$ cat config.mk
export PLATFORM = sky130hd
export DESIGN_NAME = paged_xlate_top
export DESIGN_NICKNAME = d
export VERILOG_FILES = /design/src/rtl/xlate_pkg.sv /design/src/rtl/xlate_map_store.sv /design/src/rtl/xlate_lookup.sv /design/src/rtl/xlate_trap_check.sv /design/src/rtl/paged_xlate_top.sv
export SDC_FILE = /design/constraint.sdc
export NUM_CORES = 1
export LEC_CHECK = 0
export BUFFER_PORTS_ARGS = -buffer_cell sky130_fd_sc_hd__buf_4
export CORE_MARGIN = 5
export CORE_UTILIZATION = 30
export DETAILED_ROUTE_END_ITERATION = 7
export PLACE_DENSITY_LB_ADDON = 0.08
export SYNTH_ARGS = -nofsm -noshare
export SYNTH_HDL_FRONTEND = slang
export SYNTH_HIERARCHICAL = 1
export SYNTH_SLANG_ARGS = --single-unit
$ cat constraint.sdc
create_clock -name clk -period 2.6 [get_ports clk]
set_input_delay 0.13 -clock clk [delete_from_list [all_inputs] [get_ports clk]]
set_output_delay 0.13 -clock clk [all_outputs]
set_load 0.03 [all_outputs]
$ cat src/rtl/xlate_pkg.sv
package xlate_pkg;
    parameter int VA_W     = 14;
    parameter int IDX_W    = 3;
    parameter int BLK_W    = 5;
    parameter int OFS_W    = VA_W - IDX_W;
    parameter int PA_W     = BLK_W + OFS_W;
    parameter int ENTRIES  = 1 << IDX_W;
    parameter int REG_W    = 24;
    parameter int ENT_W    = BLK_W + 1;
    parameter int PER_REG  = REG_W / ENT_W;
    parameter int NREG     = ENTRIES / PER_REG;
    parameter int VEC_W    = 6;

    parameter logic [VEC_W-1:0] VEC_NONE  = 6'o00;
    parameter logic [VEC_W-1:0] VEC_UNASG = 6'o41;
    parameter logic [VEC_W-1:0] VEC_WPROT = 6'o43;

    typedef struct packed {
        logic             prot;
        logic [BLK_W-1:0] blk;
    } map_ent_t;

    typedef enum logic [1:0] {
        LD_IDLE = 2'd0,
        LD_LO   = 2'd1,
        LD_HI   = 2'd2
    } ld_state_t;

    function automatic logic is_unassigned(map_ent_t e);
        return e.prot && (e.blk == '0);
    endfunction

    function automatic logic is_readonly(map_ent_t e);
        return e.prot && (e.blk != '0);
    endfunction
endpackage

$ cat src/rtl/xlate_map_store.sv
module xlate_map_store
    import xlate_pkg::*;
(
    input  logic                  clk,
    input  logic                  rst,
    input  logic                  arm_lo,
    input  logic                  arm_hi,
    input  logic                  load_stb,
    input  logic [REG_W-1:0]      load_word,
    output logic [NREG*REG_W-1:0] map_flat
);
    logic [REG_W-1:0] map_q [NREG];
    ld_state_t        st_q;

    always_ff @(posedge clk) begin
        if (rst) begin
            st_q <= LD_IDLE;
            for (int r = 0; r < NREG; r++) map_q[r] <= '0;
        end else if (arm_lo) begin
            map_q[0] <= '0;
            st_q     <= LD_LO;
        end else if (arm_hi) begin
            map_q[1] <= '0;
            st_q     <= LD_HI;
        end else if (load_stb && st_q != LD_IDLE) begin
            if (st_q == LD_LO) map_q[0] <= load_word;
            else               map_q[1] <= load_word;
            st_q <= LD_IDLE;
        end
    end

    generate
        for (genvar r = 0; r < NREG; r++) begin : g_flat
            assign map_flat[r*REG_W +: REG_W] = map_q[r];
        end
    endgenerate

    // an arm command empties its register on the next clock
    assert_clear_lo_R3: assert property (@(posedge clk) disable iff (rst)
        arm_lo |=> (map_q[0] == '0));
    // a simultaneous arm leaves register 1 alone
    assert_arm_prio_R10: assert property (@(posedge clk) disable iff (rst)
        (arm_lo && arm_hi) |=> $stable(map_q[1]));
    // without a pending arm, a load strobe changes nothing
    assert_noarm_hold_R5: assert property (@(posedge clk) disable iff (rst)
        (st_q == LD_IDLE && !arm_lo && !arm_hi) |=> ($stable(map_q[0]) && $stable(map_q[1])));
endmodule

$ cat src/rtl/xlate_lookup.sv
module xlate_lookup
    import xlate_pkg::*;
(
    input  logic [NREG*REG_W-1:0] map_flat,
    input  logic [VA_W-1:0]       vaddr,
    output map_ent_t              ent,
    output logic [PA_W-1:0]       paddr
);
    map_ent_t table_w [ENTRIES];

    generate
        for (genvar k = 0; k < ENTRIES; k++) begin : g_ent
            localparam int RIDX = k / PER_REG;
            localparam int SLOT = k % PER_REG;
            localparam int TOP  = RIDX*REG_W + REG_W - 1 - SLOT*ENT_W;
            assign table_w[k] = map_ent_t'(map_flat[TOP -: ENT_W]);
        end
    endgenerate

    logic [IDX_W-1:0] idx;
    assign idx   = vaddr[VA_W-1 -: IDX_W];
    assign ent   = table_w[idx];
    assign paddr = {ent.blk, vaddr[OFS_W-1:0]};
endmodule

$ cat src/rtl/xlate_trap_check.sv
module xlate_trap_check
    import xlate_pkg::*;
(
    input  logic             clk,
    input  logic             rst,
    input  map_ent_t         ent,
    input  logic             acc_req,
    input  logic             acc_wr,
    output logic             trap_unasg,
    output logic             trap_wprot,
    output logic [VEC_W-1:0] trap_vec,
    output logic             mem_req
);
    always_comb begin
        trap_unasg = acc_req && is_unassigned(ent);
        trap_wprot = acc_req && acc_wr && !trap_unasg && is_readonly(ent);
        if (trap_unasg)      trap_vec = VEC_UNASG;
        else if (trap_wprot) trap_vec = VEC_WPROT;
        else                 trap_vec = VEC_NONE;
        mem_req = acc_req && !trap_unasg && !trap_wprot;
    end

    // at most one trap at a time
    assert_one_trap_R7: assert property (@(posedge clk) disable iff (rst)
        $onehot0({trap_unasg, trap_wprot}));
    // a trap blocks the memory strobe
    assert_trap_blocks_R8: assert property (@(posedge clk) disable iff (rst)
        (trap_unasg || trap_wprot) |-> !mem_req);
    // the write-protect trap only accompanies writes
    assert_wprot_on_write_R6: assert property (@(posedge clk) disable iff (rst)
        trap_wprot |-> (acc_wr && acc_req));
endmodule

$ cat src/rtl/paged_xlate_top.sv
module paged_xlate_top
    import xlate_pkg::*;
(
    input  logic             clk,
    input  logic             rst,
    input  logic             arm_lo,
    input  logic             arm_hi,
    input  logic             load_stb,
    input  logic [23:0]      load_word,
    input  logic             acc_req,
    input  logic             acc_wr,
    input  logic [13:0]      vaddr,
    output logic [15:0]      paddr,
    output logic             mem_req,
    output logic             trap_unasg,
    output logic             trap_wprot,
    output logic [5:0]       trap_vec
);
    logic [NREG*REG_W-1:0] map_flat;
    map_ent_t              ent;

    xlate_map_store u_store (
        .clk(clk), .rst(rst), .arm_lo(arm_lo), .arm_hi(arm_hi),
        .load_stb(load_stb), .load_word(load_word), .map_flat(map_flat)
    );

    xlate_lookup u_lookup (
        .map_flat(map_flat), .vaddr(vaddr), .ent(ent), .paddr(paddr)
    );

    xlate_trap_check u_trap (
        .clk(clk), .rst(rst), .ent(ent), .acc_req(acc_req), .acc_wr(acc_wr),
        .trap_unasg(trap_unasg), .trap_wprot(trap_wprot),
        .trap_vec(trap_vec), .mem_req(mem_req)
    );

    // the offset bits pass straight through
    assert_offset_R1: assert property (@(posedge clk) disable iff (rst)
        paddr[OFS_W-1:0] == vaddr[OFS_W-1:0]);
    // an idle port raises no trap
    assert_idle_quiet_R8: assert property (@(posedge clk) disable iff (rst)
        !acc_req |-> (trap_vec == VEC_NONE && !mem_req));
endmodule

==> impl_metrics.py <==
metrics = {
    "status": {
        "outcome": "finished, final reports clean",
    },
    "drt": {
        "via_per_inst": 4.72,
        "drt-wirelength-per-cell_um": 17.6,
        "drt_wl_total_um": 4950,
        "ant_nets": 0,
        "detailedRoute.firstIterationViolations": 17,
        "vias": 1325,
        "firstDrtPassIters": 3,
        "drc": 0,
    },
    "grt": {
        "grt-ovfl-total": 0,
        "antenna_found_initial": 0,
        "grt_pass1_wl_um": 7580,
        "grt_max_degree": 25,
        "grt_pass1_vias": 1462,
        "grt_usage_pct": 9.86,
    },
    "sta": {
        "rsz0062_at_grt": "false",
        "setup_viol": 0,
        "fmax_mhz": 407,
        "min_period_ns": 2.46,
        "fin_crit_sh_pct": 94.6,
        "hold_viol": 0,
        "skew_ns": 0.00351,
        "layout_setup_ws_ns": 0.141,
        "setup-tns-final_ns": 0,
        "maxSlewViolCount": 0,
    },
    "flow_run": {
        "maxCapViolCount": 0,
    },
    "logic_synthesis": {
        "synth_cell_type_count": 28,
        "async_flop_share_pct": 0,
        "synth-edff-count": 48,
        "syn_avg_cell_area_sq_um": 17.3,
        "synth-seq-cells": 50,
        "ys.flop_type": "edfxtp_1",
        "syn_inst": 145,
        "yosysWarnings": 6,
        "synth_area_leaders": "edfxtp_1, mux4_1, nor3b_2, buf_4, mux2_2",
        "synth_common_cells": "edfxtp_1, buf_4, nor3b_2",
        "yosys.area.top_type": "edfxtp_1",
        "syn_area_sq_um": 2510,
        "seq_area_frac_synth_pct": 59.1,
        "synth_top_area_share_pct": 57.5,
        "synth_most_common_cell": "edfxtp_1",
    },
    "floorplan": {
        "die_area_sq_um": 10300,
        "initial_core_util_pct": 30.7,
        "die_x_um": 101,
        "io_pins": 70,
        "core_sq_um": 8180,
        "rows": 33,
        "die_y_um": 101,
    },
    "critical_path": {
        "cp_data_arrival_time_ns": 2.33,
        "critical_path_required_ns": 2.47,
        "cp-end-kind": "output port",
        "worstPathMaxFanout": 3,
        "worstSetupPathType": "reg -> out",
        "cp-start-kind": "flop",
    },
    "power_and_ir_drop": {
        "p_leak_nw": 1.12,
        "p_per_area_nw_per_um2": 581,
        "power_mw": 1.71,
        "ir_drop_mv": 0.262,
    },
    "finish": {
        "multiInputGateArea_sq_um": 842,
        "drive_gt1_share_pct": 48.9,
        "seq_area_sq_um": 1480,
        "syn2layout_area_growth_pct": 17.4,
        "nets": 220,
        "n_antenna_cell": 0,
        "fillers": 804,
        "final_util_pct": 36.0,
    },
    "cts": {
        "cts_tree": "built",
        "cts_max_level": 2,
        "post_cts_buffers": 0,
        "clkLatencyLatePin_ns": 0.29,
        "clk_path_buf_depth": 2,
        "root_buffer": "clkbuf_8",
        "cts_inserted_buffers": 5,
        "clk_pin_slew_ns": 0.09,
        "cts_sinks": 50,
    },
    "place": {
        "io_buffer_count": 44,
        "place_ws_ns": 0.279,
        "dpl.hpwl_um": 3460,
        "place.gp.congestion": 0.807,
    },
    "worst_hold_path": {
        "hold_path_class": "in -> reg",
    },
}
-- registers in the layout, summed over array words and instances (netlist names) --
| register | cells |
|---|---|
| u_store/map_q | 48 |
| u_store/st_q | 2 |
-- timing repair --
item                       CTS  global route
hold endpoints to repair     0             1
setup endpoints to repair    0             2
resized for setup            0             2
hold buffers                 0             1
-- final timing paths --
check,slack (ns),cells after the start,startpoint,end
min reg2reg,0.61,2,u_store/st_q[0]$_SDFFE_PP0P_,u_store/st_q[0]$_SDFFE_PP0P_
min,0.08,2,arm_hi,u_store/st_q[1]$_SDFFE_PP0P_
max,0.14,5,u_store/map_q[0][2]$_DFFE_PP_,trap_vec[0]
max reg2reg,1.34,3,u_store/st_q[1]$_SDFFE_PP0P_,u_store/map_q[0][33]$_DFFE_PP_
-- metrics by stage --
step	area (sq um)	hold slack (ns)	instances
finish	2940	0.0759	281
global placement	2810	0.260	272
detailed placement	2810	0.260	272
global route	2940	0.0750	281
floorplan	2510	0.199	147
CTS	2920	0.00554	280
-- logic make-up after synthesis --
group | count (synthesis) | share of synthesized area, %
simple gates | 38 | 14.6
other cells | 1 | 0.150
compound gates | 8 | 2.40
buf+inv | 30 | 8.53
mux | 18 | 15.3
flops | 50 | 59.1
-- critical path, cell delays in order (launching register included) --
cell and delay [ns]:
edfxtp_1 0.38, mux4_1 0.49, mux2_2 0.31, or3_4 0.39, o41ai_4 0.24, buf_4 0.22
-- final cells by class --
cell class                      instances  share of cell area [%]
Inverter                                2                   0.255
Clock buffer                            6                    2.47
Timing Repair Buffer                   49                    12.6
Multi-Input combinational cell         67                    28.6
Tap cell                              105                    4.46
Sequential cell                        50                    50.3
Clock inverter                          2                    1.28
-- where the power goes --
group / switching [mW] / total (mW) / internal, mW
clock: 0.244 / 0.531 / 0.287
combinational: 0.133 / 0.246 / 0.112
sequential: 0.0105 / 0.934 / 0.924
-- cells in the final DEF (no fill, tap or decap), drive strengths merged --
| cell | instances |
|---|---|
| dlygate4sd3 | 1 |
| or3 | 1 |
| nor2 | 3 |
| edfxtp | 48 |
| nand4bb | 1 |
| buf | 48 |
| mux2 | 6 |
| clkbuf | 6 |
| a21oi | 4 |
| nor4 | 1 |
| o41ai | 1 |
| dfxtp | 2 |
| inv | 2 |
| o21a | 1 |
| nor2b | 1 |
| or3b | 1 |
| conb | 3 |
| o21bai | 1 |
| nand3 | 1 |
| nor3 | 1 |
| clkinvlp | 1 |
| a221oi | 1 |
| nor3b | 25 |
| or4b | 1 |
| mux4 | 12 |
| bufinv | 1 |
| nand2 | 2 |
-- per-layer routing --
metal  global-route usage [%]  up-vias  wire, um  part of all wire [%]
met3                     3.31       12       300                   6.1
met4                     3.07        0        43                  0.87
met2                     17.3       40      2580                    52
met1                     11.4      661      2030                    41
li1                         -      612         -                     -
met5                        0        -         0                     0
Note: power is estimated with default switching activity, not from simulation.
